--- src/rtl/pmp_chk_pkg.sv ---
package pmp_chk_pkg;
    typedef logic [2:0] perm_t;

    localparam perm_t PERM_NONE = 3'b000;
    localparam perm_t PERM_R    = 3'b001;
    localparam perm_t PERM_RW   = 3'b011;
    localparam perm_t PERM_X    = 3'b100;
    localparam perm_t PERM_RX   = 3'b101;
    localparam perm_t PERM_RWX  = 3'b111;

    localparam int CFG_W = 6;

    typedef struct packed {
        logic  valid;
        logic  grant;
        perm_t allowed;
    } rsp_t;
endpackage

--- src/rtl/pmp_region_match.sv ---
module pmp_region_match #(
    parameter int ADDR_W = 32
) (
    input  logic [ADDR_W-1:0] lo,
    input  logic [ADDR_W-1:0] hi,
    input  logic [ADDR_W-1:0] first_byte,
    input  logic [ADDR_W-1:0] last_byte,
    output logic              first_in,
    output logic              last_in
);
    always_comb begin
        first_in = (first_byte >= lo) && (first_byte <= hi);
        last_in  = (last_byte  >= lo) && (last_byte  <= hi);
    end
endmodule

--- src/rtl/pmp_lockdown_table.sv ---
module pmp_lockdown_table
    import pmp_chk_pkg::*;
(
    input  logic [3:0] idx,
    input  logic       mmode,
    output perm_t      perm
);
    always_comb begin
        perm = PERM_NONE;
        if (mmode) begin
            case (idx)
                4'd2, 4'd3, 4'd14: perm = PERM_RW;
                4'd9, 4'd10:       perm = PERM_X;
                4'd11, 4'd13:      perm = PERM_RX;
                4'd12, 4'd15:      perm = PERM_R;
                default:           perm = PERM_NONE;
            endcase
        end else begin
            case (idx)
                4'd1, 4'd10, 4'd11: perm = PERM_X;
                4'd2, 4'd4, 4'd15:  perm = PERM_R;
                4'd3, 4'd6:         perm = PERM_RW;
                4'd5:               perm = PERM_RX;
                4'd7:               perm = PERM_RWX;
                default:            perm = PERM_NONE;
            endcase
        end
    end
endmodule

--- src/rtl/pmp_perm_check.sv ---
module pmp_perm_check
    import pmp_chk_pkg::*;
#(
    parameter int N_REGIONS  = 4,
    parameter int ADDR_W     = 32,
    parameter int SIZE_W     = 4,
    parameter int WORD_BYTES = 4
) (
    input  logic                          clk,
    input  logic                          rst_n,
    input  logic                          req_valid,
    input  logic [ADDR_W-1:0]             req_addr,
    input  logic [SIZE_W-1:0]             req_size,
    input  logic [2:0]                    req_perm,
    input  logic                          req_mmode,
    input  logic                          sec_lockdown,
    input  logic                          sec_whitelist,
    input  logic [N_REGIONS*ADDR_W-1:0]   rgn_lo,
    input  logic [N_REGIONS*ADDR_W-1:0]   rgn_hi,
    input  logic [N_REGIONS*CFG_W-1:0]    rgn_cfg,
    output logic                          rsp_valid,
    output logic                          rsp_grant,
    output logic [2:0]                    rsp_allowed
);
    localparam logic [ADDR_W-1:0] WORD_SIZE = ADDR_W'(WORD_BYTES);

    logic [ADDR_W-1:0] eff_size;
    logic [ADDR_W-1:0] last_byte;
    logic [N_REGIONS-1:0] hit_first;
    logic [N_REGIONS-1:0] hit_last;
    logic [N_REGIONS-1:0] active;
    perm_t                region_allow [N_REGIONS];

    rsp_t state_d, state_q;

    always_comb begin
        eff_size  = (req_size == '0) ? WORD_SIZE : ADDR_W'(req_size);
        last_byte = req_addr + eff_size - ADDR_W'(1);
    end

    for (genvar i = 0; i < N_REGIONS; i++) begin : g_region
        logic [CFG_W-1:0] cfg;
        perm_t            lock_perm;
        perm_t            plain_perm;

        assign cfg = rgn_cfg[i*CFG_W +: CFG_W];

        pmp_region_match #(.ADDR_W(ADDR_W)) u_match (
            .lo         (rgn_lo[i*ADDR_W +: ADDR_W]),
            .hi         (rgn_hi[i*ADDR_W +: ADDR_W]),
            .first_byte (req_addr),
            .last_byte  (last_byte),
            .first_in   (hit_first[i]),
            .last_in    (hit_last[i])
        );

        pmp_lockdown_table u_table (
            .idx   ({cfg[5], cfg[0], cfg[1], cfg[2]}),
            .mmode (req_mmode),
            .perm  (lock_perm)
        );

        always_comb begin
            plain_perm      = (req_mmode && !cfg[5]) ? PERM_RWX : cfg[2:0];
            region_allow[i] = sec_lockdown ? lock_perm : plain_perm;
            active[i]       = (cfg[4:3] != 2'b00);
        end
    end

    always_comb begin
        logic  decided;
        logic  grant;
        perm_t allowed;

        decided = 1'b0;
        grant   = 1'b0;
        allowed = PERM_NONE;

        for (int i = 0; i < N_REGIONS; i++) begin
            if (!decided) begin
                if (hit_first[i] != hit_last[i]) begin
                    decided = 1'b1;
                    grant   = 1'b0;
                    allowed = PERM_NONE;
                end else if (hit_first[i] && active[i]) begin
                    decided = 1'b1;
                    allowed = region_allow[i];
                    grant   = ((req_perm & allowed) == req_perm);
                end
            end
        end

        if (!decided) begin
            if (sec_whitelist) begin
                grant   = 1'b0;
                allowed = PERM_NONE;
            end else if (sec_lockdown) begin
                grant   = req_mmode && !req_perm[2];
                allowed = grant ? PERM_RW : PERM_NONE;
            end else begin
                grant   = req_mmode;
                allowed = req_mmode ? PERM_RWX : PERM_NONE;
            end
        end

        state_d       = state_q;
        state_d.valid = req_valid;
        if (req_valid) begin
            state_d.grant   = grant;
            state_d.allowed = allowed;
        end
    end

    always_ff @(posedge clk) begin
        if (!rst_n) begin
            state_q <= '0;
        end else begin
            state_q <= state_d;
        end
    end

    assign rsp_valid   = state_q.valid;
    assign rsp_grant   = state_q.grant;
    assign rsp_allowed = state_q.allowed;
endmodule

--- config.mk ---
export PLATFORM = sky130hd
export DESIGN_NAME = pmp_perm_check
export DESIGN_NICKNAME = d
export VERILOG_FILES = /design/src/rtl/pmp_chk_pkg.sv /design/src/rtl/pmp_region_match.sv /design/src/rtl/pmp_lockdown_table.sv /design/src/rtl/pmp_perm_check.sv
export SDC_FILE = /design/constraint.sdc
export NUM_CORES = 1
export LEC_CHECK = 0
export BUFFER_PORTS_ARGS = -buffer_cell sky130_fd_sc_hd__buf_2
export CAP_MARGIN = 10
export CORE_ASPECT_RATIO = 1.5
export CORE_UTILIZATION = 48
export CTS_BUF_LIST = sky130_fd_sc_hd__clkbuf_8
export CTS_CLUSTER_DIAMETER = 120
export CTS_CLUSTER_SIZE = 30
export DETAILED_ROUTE_END_ITERATION = 10
export HOLD_SLACK_MARGIN = 0.12
export PLACE_DENSITY = 0.72
export SKIP_CTS_REPAIR_TIMING = 1
export SLEW_MARGIN = 25
export SYNTH_ARGS = -nofsm -noshare
export SYNTH_HDL_FRONTEND = slang
export SYNTH_SLANG_ARGS = --single-unit
--- constraint.sdc ---
create_clock -name clk -period 15.3 [get_ports clk]
set_input_delay 4.59 -clock clk [delete_from_list [all_inputs] [get_ports clk]]
set_output_delay 4.59 -clock clk [all_outputs]
set_load 0.02 [all_outputs]
Yosys cells after proc, flatten, opt, wreduce, memory -nomap -nowiden --
Memory sizes are Yosys's and may differ from the RTL's. Cells that the tools add are included.
Storage, ports and cells: bits of input ports 325, bits in read-only memories 384, register bits 5, memories kept 8, output and inout port bits 5, logic and storage cells 122
Memories:
- (no name shown) | words 16, width 3, read ports 1, clocked after Yosys merged registers in 0, wr ports 0, line pmp_lockdown_table.sv:11 | case (idx)
- (no name shown) | words 16, width 3, read ports 1, clocked after Yosys merged registers in 0, wr ports 0, line pmp_lockdown_table.sv:19 | case (idx)
- (no name shown) | words 16, width 3, read ports 1, clocked after Yosys merged registers in 0, wr ports 0, line pmp_lockdown_table.sv:11
- (no name shown) | words 16, width 3, read ports 1, clocked after Yosys merged registers in 0, wr ports 0, line pmp_lockdown_table.sv:19
- (no name shown) | words 16, width 3, read ports 1, clocked after Yosys merged registers in 0, wr ports 0, line pmp_lockdown_table.sv:11
- (no name shown) | words 16, width 3, read ports 1, clocked after Yosys merged registers in 0, wr ports 0, line pmp_lockdown_table.sv:19
- 2 more memories
Cells by class: order comparisons 16, add/subtract/negate cells 2, muxes and demuxes 54, bitwise logic cells 4, reductions and logical operators 27, equal/unequal tests 8
Operators by type and width (number):
- $ge A32 B32 Y1 | 8
- $le A32 B32 Y1 | 8
- $mux W3 | 27
- $add A32 B4 Y32 | 1
- $sub A32 B1 Y32 const B | 1
- $mux W1 | 25
- $logic_and A1 B1 Y1 | 17
- $and A3 B3 Y3 | 4
- $eq A3 B3 Y1 | 4
- $reduce_bool A2 Y1 | 4
- $logic_not A1 Y1 | 5
- $logic_not A4 Y1 | 1
- $mux W4 | 1
- $ne A1 B1 Y1 | 4
- $mux W2 | 1

Depth between registers and ports, before layout --
Gate-level depths: netlist of run 1.
word-level depth 18, depth in mapped cells 29, depth with buffers taken out 29

Hierarchy --
A second synthesis of run 1 with hierarchy kept.
Second synthesis, totals: cell total of the unflattened synthesis 2006, area, all modules 14611.5 sq um
By module, submodules not included:
- pmp_region_match at g_region[0].u_match ... | instances 3, sequential area each 0.0 sq um, cells each 392, area an instance 2935.3 sq um
- pmp_region_match at g_region[1].u_match | instances 1, sequential area each 0.0 sq um, cells each 394, area an instance 2932.8 sq um
- pmp_perm_check | instances 1, sequential area each 100.1 sq um, cells each 376, area an instance 2492.4 sq um
- pmp_lockdown_table | instances 4, sequential area each 0.0 sq um, cells each 15, area an instance 95.1 sq um

Worst setup path after synthesis of run 1 --
Ideal clock, no wire load.
kind input to register, from input port req_addr[0], to register state_q (netlist bit rsp_allowed[1]), slack 4.858 ns, data required time 15.230 ns, arrival time 10.372 ns, stages on the path 29, path buffers 0, library setup time 0.070 ns, cell sequence inv_1 -> ha_1 -> inv_1 -> ha_1 -> inv_1 -> fa_1 -> nor2b_1 -> o21a_1 -> o21ai_0 -> a311o_1 -> o211ai_1 -> a31oi_1 -> o2bb2ai_1 -> a31oi_1 -> a221o_1 -> a21oi_1 -> xnor2_1 -> ha_1 -> nand4_1 -> nor3_1 -> nand4_1 -> or4_1 -> o21ai_1 -> o31a_1 -> a21oi_1 -> or4b_1 -> or4b_1 -> o21a_1 -> a21oi_1
Between the ends: word-level cells in the longest chain between the ends 16, elaborated cells between the ends (all ways) 57, classes of those cells add/sub: 2; order compare: 16; eq/ne: 4; mux: 23; reduce/logical: 12
RTL lines:
- start: declaration | line pmp_perm_check.sv:12 | input logic [ADDR_W-1:0] req_addr,
- $add A32 B4 Y32 | line pmp_perm_check.sv:38 | last_byte = req_addr + eff_size - ADDR_W'(1);
- $sub A32 B1 Y32 | line pmp_perm_check.sv:38
- $ge A32 B32 Y1 or $le A32 B32 Y1 (tied branches) | line pmp_region_match.sv:13 | last_in = (last_byte >= lo) && (last_byte <= hi);
- $logic_and A1 B1 Y1 | line pmp_region_match.sv:13
- $ne A1 B1 Y1 | line pmp_perm_check.sv:81 | if (hit_first[i] != hit_last[i]) begin
- $mux W3 | line pmp_perm_check.sv:81
- $mux W3 | line pmp_perm_check.sv:85 | end else if (hit_first[i] && active[i]) begin
- $mux W3 | line pmp_perm_check.sv:81
- $mux W3 | line pmp_perm_check.sv:80 | if (!decided) begin
- $mux W3 | line pmp_perm_check.sv:85
- $mux W3 | line pmp_perm_check.sv:81
- $mux W3 | line pmp_perm_check.sv:80
- $mux W3 | line pmp_perm_check.sv:85
- $mux W3 | line pmp_perm_check.sv:81
- $mux W3 | line pmp_perm_check.sv:80
- $mux W3 (*) | line pmp_perm_check.sv:93 | if (!decided) begin
- end signal: assignment | line pmp_perm_check.sv:118 | state_q <= state_d;
- end: declaration | line pmp_perm_check.sv:34 | rsp_t state_d, state_q;
Mark *: on every way between the ends. The rest lies on a longest branch, timed or not. A chain may end at the register's enable or synchronous reset.

Worst setup path after layout of run 1 --
from input port req_addr[1], to register state_q (netlist bit rsp_grant)
Between the ends: word-level cells in the longest chain between the ends 16, elaborated cells between the ends (all ways) 57, classes of those cells add/sub: 2; order compare: 16; eq/ne: 4; mux: 23; reduce/logical: 12
RTL lines (line):
- $add A32 B4 Y32 | pmp_perm_check.sv:38
- $sub A32 B1 Y32 | pmp_perm_check.sv:38
- $ge A32 B32 Y1 or $le A32 B32 Y1 (tied branches) | pmp_region_match.sv:13
- $logic_and A1 B1 Y1 | pmp_region_match.sv:13
- $ne A1 B1 Y1 | pmp_perm_check.sv:81
- $mux W1 | pmp_perm_check.sv:81
- $mux W1 | pmp_perm_check.sv:85
- $mux W1 | pmp_perm_check.sv:81
- $mux W1 | pmp_perm_check.sv:80
- $mux W1 | pmp_perm_check.sv:85
- $mux W1 | pmp_perm_check.sv:81
- $mux W1 | pmp_perm_check.sv:80
- $mux W1 | pmp_perm_check.sv:85
- $mux W1 | pmp_perm_check.sv:81
- $mux W1 | pmp_perm_check.sv:80
- $mux W1 (*) | pmp_perm_check.sv:93
Marks and branches as above.

==> results by group, run 1 <==
Floorplan
  – FP Rows: 77
  – Initial Util: 49.0%
  – Die Area: 30900 um^2
  – Die X: 144 um
  – Ports: 330
  – Die height: 215 um
  – CORE AREA: 29600 um^2

Clock network
  – Root Driver: clkbuf_8
  – CTS buffer count: 3
  – Clock Sinks: 5
  – Htree depth: 1
  – Clk_lat worst skew: 0.23 ns
  – Clk slew on worst S/H paths: 0.04 ns
  – CTS tree: yes
  – Longest Clk Path Bufs: 2

Layout
  – Area of the multi-input gates: 13200 um^2
  – Most common cell after layout, fill and taps aside: ha_1
  – Fillers: 2905
  – Ant diodes: 0
  – Most frequent cells in the layout: ha_1 (546), buf_2 (329), inv_1 (317)
  – NumNets Final: 3177
  – Layout cell share with drive strength beyond 1: 16.1%
  – Non-Filler Instances: 2699
  – Area grow syn2layout: 15.8%
  – FF+latch area: 100 um^2

Route
  – DR vias: 16400
  – WL met1: 21100 um
  – Top Layer Used: met4
  – Avg WL per Cell: 20.7 um
  – TritonRoute pass-1 iters: 6
  – Met2 Routed Length: 25900 um
  – Via/cell ratio: 6.07
  – Initial detailed-routing violation count: 956
  – Post-route DRC: 0
  – Final wirelength: 55800 um
  – Antenna-violating nets left: 0
  – Routed met3 length: 3100 um

Critical path
  – Worst Path Max Fanout: 9
  – Startpoint types: input port
  – CP endpoint kind: flip-flop
  – WS Path Type: input port to flip-flop
  – Crit-path slowest cell: xnor2_1
  – Worst endpoint required time: 15.46 ns
  – Worst EP arrival: 11.92 ns
  – CP max stage delay: 0.73 ns

Min path
  – Hold/Removal Path Class: flip-flop to flip-flop

Yosys
  – Simple-Gate Fraction of Synth Area: 17.1%
  – Post-synth EDFFs: 0
  – Mapped Cells: 1962
  – Adder-cell area share of the yosys netlist: 47.2%
  – Syn nets: 2834
  – Sequential share of the synthesized area: 0.690%
  – Flops & latches, synth: 5
  – YS warnings: 0
  – Mapped Avg Cell Area: 7.39 um^2
  – Synth cell types: 71
  – Post-synthesis compound-gate area fraction: 24.6%
  – Xor-xnor portion of the synthesized cell area: 1.75%
  – Main combinational cell family by area after synthesis: adder cells
  – Multiplexer area fraction after synthesis: 0.155%
  – Asr flop ratio synth: 0%
  – Synth Flop Type: dfxtp_1
  – Synthesized area: 14500 um^2

Run
  – Total of max-cap violations: 0

STA
  – Fin. max-slew vios: 0
  – Slew HR: 26.8%
  – Final Hold Viols: 0
  – Setup Skew: 0 ns
  – Final setup fails: 0
  – Final hold slack: 0.555 ns
  – Tcrit/Tclk final: 76.8%
  – Setup Total Neg Slack: 0 ns
  – Final Critical Period: 11.75 ns
  – RSZ-0062 raised after global routing: no
  – Max Fclk: 85.1 MHz
  – Worst slew pin tran: 1.09 ns

Outcome
  – Status: completed

Pwr
  – Pwr dens: 51.9 nW/um^2
  – Max VDD drop: 0.0000265 V
  – Pleak: 9.53 nW

GRT
  – First-pass GRT wire length: 84500 um
  – Total track usage: 35.5%
  – Largest net degree at the start of global routing: 31
  – Global route overflow: 0
  – Number of global-route vias before repair: 16400
  – Initial antenna violation count: 0

Place
  – Placer Congestion: 1.02
  – Port Buf Inserts: 329
  – Dpl cells: 2695
  – Final HPWL DP: 48300 um
-- metal layers --
metal  global-route usage [%]  up-vias
met5                        0        -
met3                     2.47      239
met4                     32.2        0
met1                     38.3     7461
li1                         -     7987
met2                     60.9      704
-- state kept, by name, indices dropped and copies added, names as in the netlist --
name / cells
rsp_valid: 1
rsp_allowed: 3
rsp_grant: 1
-- Yosys cell counts (26+ instances only) --
cell type | number | area [um^2]
ha_1 | 546 | 6830
inv_1 | 317 | 1190
a21oi_1 | 186 | 931
nand2_1 | 124 | 465
o21ai_0 | 112 | 561
nor2_1 | 102 | 383
nand4_1 | 80 | 500
a21o_1 | 60 | 450
nand3_1 | 55 | 275
nor3_1 | 30 | 150
o211ai_1 | 27 | 203
a211oi_1 | 26 | 195
-- worst max-delay path: cells and delay by family --
kind	cells	cell delay, ns
xor gates and xnor gates	1	0.73
adders and majority gates	4	1.10
buffers and inverters	4	0.43
AOI/OAI and AO/OA	14	3.27
muxes	1	0.40
and+or+nand+nor	5	1.39
-- cell families after synthesis --
kind of cell	after synthesis
AO/OA/AOI/OAI	558
adder cells (fa/ha/maj)	547
AND/OR/NAND/NOR	494
buffers and inverters	327
XOR/XNOR	29
flip-flops	5
multiplexers	2
-- path summary, 6_finish.rpt --
check                                                  from                     endpoint  slack [ns]  cells past startpoint
worst max-delay path                            req_addr[1]       rsp_grant$_SDFFE_PN0P_        3.55                     29
worst min-delay path            rsp_allowed[0]$_SDFFE_PN0P_  rsp_allowed[0]$_SDFFE_PN0P_        0.55                      2
worst max register to register  rsp_allowed[2]$_SDFFE_PN0P_  rsp_allowed[2]$_SDFFE_PN0P_       14.51                      3
worst min register to register  rsp_allowed[0]$_SDFFE_PN0P_  rsp_allowed[0]$_SDFFE_PN0P_        0.55                      2
-- power by group --
group	internal, W	total, W	switching (W)	leakage [nW]
logic	0.000335	0.000831	0.000496	9.46
registers	0.0000148	0.0000162	0.00000135	0.0413
clock network	0.0000176	0.0000256	0.00000798	0.0255
-- cell type report --
class                   instances  share of cell area (%)
multi-input cells            1630                    78.4
repair buffers                348                    10.7
inverters                     317                    7.09
well taps                     395                    2.94
flip-flops and latches          5                   0.596
clock buffers                   3                   0.246
clock inverters                 1                  0.0298
-- metrics by stage --
stage	setup WS [ns]	instance area [um^2]	total power, W	utilization, %
global placement	3.65	16700	0.000797	56.6
global route	2.97	16800	0.000970	56.8
detailed placement	3.42	16700	0.000824	56.6
finish	3.55	16800	0.000872	56.8
CTS	3.62	16800	0.000856	56.8
floorplan	4.86	14500	0.000539	-
Note: power is estimated with default switching activity, not from simulation.
==> run 2: changes to the inputs <==
--- a/config.mk
+++ b/config.mk
@@ -14,7 +14,7 @@
 export CTS_CLUSTER_SIZE = 30
 export DETAILED_ROUTE_END_ITERATION = 10
 export HOLD_SLACK_MARGIN = 0.12
-export PLACE_DENSITY = 0.72
+export PLACE_DENSITY = 0.75
 export SKIP_CTS_REPAIR_TIMING = 1
 export SLEW_MARGIN = 25
 export SYNTH_ARGS = -nofsm -noshare
==> constraint.sdc (replaced) <==
create_clock -name clk -period 10.7 [get_ports clk]
set_input_delay 3.21 -clock clk [delete_from_list [all_inputs] [get_ports clk]]
set_output_delay 3.21 -clock clk [all_outputs]
set_load 0.02 [all_outputs]
==> run 2 against run 1 <==
  * Setup slack got worse by 2.8 ns
  * Register-to-register slack got worse by 4.6 ns
  * Global-route usage rose by 1.4 points
  * First-iteration DRC count fell by 17%
  * Utilization rose by 0.36 points
  * Critical path type unchanged
==> results by group, run 2 (synthesis gave the netlist of run 1 again) <==
Pwr
  – Pwr dens: 75.2 nW/um^2
  – Switching share of total power: 57.8%
  – Clock Power Share: 2.7%
  – Flop pwr share: 1.8%
  – Max VDD drop: 0.0000457 V
  – Pleak: 9.60 nW
  – Internal cell power: 0.000537 W
  – NetSw: 0.000734 W
  – Comb power frac: 95.5%

Layout
  – Design Area, Final: 16900 um^2
  – Most frequent cells in the layout: ha_1 (546), buf_2 (329), inv_1 (318)
  – NumNets Final: 3189
  – Area grow syn2layout: 16.5%
  – Max reg flops: 3
  – Layout cell share with drive strength beyond 1: 16.5%
  – Most common cell after layout, fill and taps aside: ha_1

GRT
  – Largest net degree at the start of global routing: 31
  – Number of global-route vias before repair: 16500
  – First-pass GRT wire length: 86700 um
  – Total track usage: 36.9%
  – Global route overflow: 0
  – Initial antenna violation count: 1

Route
  – Final wirelength: 57600 um
  – Post-route DRC: 0
  – Via/cell ratio: 6.10
  – DR vias: 16500
  – TritonRoute pass-1 iters: 5
  – Antenna-violating nets left: 0
  – Avg WL per Cell: 21.2 um
  – Initial detailed-routing violation count: 794

Outcome
  – Status: completed

Place
  – Port Buf Inserts: 329
  – Placer Congestion: 0.993
  – Final HPWL DP: 50000 um
  – Placed Area: 16800 um^2

Clock network
  – Root Driver: clkbuf_8
  – Htree depth: 1
  – CTS tree: yes
  – CTS buffer count: 3
  – Longest Clk Path Bufs: 2
  – Clk slew on worst S/H paths: 0.03 ns
  – Clk_lat worst skew: 0.22 ns
  – Clock Sinks: 5

Critical path
  – Worst endpoint required time: 10.85 ns
  – CP endpoint kind: flip-flop
  – FF-to-FF setup slack: 9.90 ns
  – WS Path Type: input port to flip-flop
  – Worst EP arrival: 10.10 ns
  – Startpoint types: input port
  – Worst Path Max Fanout: 9

STA
  – Max Fclk: 100 MHz
  – Setup Total Neg Slack: 0 ns
  – Worst slew pin tran: 1.17 ns
  – Slew HR: 21.6%
  – Final Critical Period: 9.95 ns
  – Final setup fails: 0
  – RSZ-0062 raised after global routing: no
  – Setup Skew: 0 ns
  – Final Hold Viols: 0
  – Tcrit/Tclk final: 93.0%
  – Fin. max-slew vios: 0

Floorplan
  – Die height: 215 um
  – FP Rows: 77
  – Initial Util: 49.0%
  – CORE AREA: 29600 um^2
  – Die Area: 30900 um^2
  – Ports: 330
  – Die X: 144 um

Run
  – Total of max-cap violations: 0

Min path
  – Hold/Removal Path Class: flip-flop to flip-flop
run 2: cell types whose count changed in the layout (fill, tap and decap cells not counted):
cell      change
buf_4        +12
clkinv_2      -1
diode_2       +1
inv_1         +1
nor4_1        -1
nor4_2        +1
xnor2_1       -1
xnor2_2       +1
run 2: final timing paths:
kind | startpoint | endpoint | cells after the start
min | rsp_allowed[0]$_SDFFE_PN0P_ | rsp_allowed[0]$_SDFFE_PN0P_ | 2
max reg2reg | rsp_allowed[2]$_SDFFE_PN0P_ | rsp_allowed[2]$_SDFFE_PN0P_ | 3
min reg2reg | rsp_allowed[0]$_SDFFE_PN0P_ | rsp_allowed[0]$_SDFFE_PN0P_ | 2
max | req_addr[2] | rsp_grant$_SDFFE_PN0P_ | 27
run 2: metrics by stage:
step / hold slack [ns] / util, % / cells / worst slack, ns / power (W)
final: 0.558 / 57.1 / 2712 / 0.749 / 0.00127
after global routing: 0.579 / 57.1 / 2711 / 0.346 / 0.00141
after global placement: 0.543 / 56.9 / 2707 / 0.771 / 0.00117
after floorplan: 0.592 / - / 1962 / 1.64 / 0.000771
after CTS: 0.559 / 57.1 / 2711 / 0.785 / 0.00125
after detailed placement: 0.554 / 56.9 / 2707 / 0.568 / 0.00120
run 2: cell type report:
cell class	instances	area, um^2
Tap cell	395	494
Multi-Input combinational cell	1630	13200
Fill cell	2902	12700
Inverter	317	1190
Sequential cell	5	100
Clock inverter	1	3.75
Clock buffer	3	41.3
Timing Repair Buffer	360	1880
Antenna cell	1	2.50
run 2: layer usage:
layer	wire, um	GRT usage [%]
met1	21500	39.5
met2	27300	64.4
met3	3260	2.81
met4	5570	31.4
met5	0	0
run 2: worst max-delay path, stage by stage:
cell,delay [ns]
buf_2,0.23
inv_1,0.08
ha_1,0.34
fa_1,0.47
nor2b_1,0.15
o21a_1,0.16
o21ai_0,0.19
a311o_1,0.43
o211ai_1,0.22
a31oi_1,0.20
o2bb2ai_1,0.21
a31oi_1,0.40
a221o_1,0.24
a21oi_1,0.08
xnor2_1,0.15
buf_4,0.19
ha_1,0.29
and4_1,0.21
nand3_1,0.12
a2111oi_0,0.41
a21oi_1,0.16
a22oi_1,0.27
mux2_2,0.39
or2_2,0.32
or4b_1,0.59
o21a_1,0.24
a21oi_1,0.13
run 2: power by group through the flow:
stage	combinational [W]	sequential, W	clock [W]
after floorplan	0.000745	0.0000254	0
after global placement	0.00114	0.0000232	0
after detailed placement	0.00118	0.0000231	0
after CTS	0.00119	0.0000228	0.0000348
after global routing	0.00135	0.0000229	0.0000359
final	0.00121	0.0000229	0.0000342
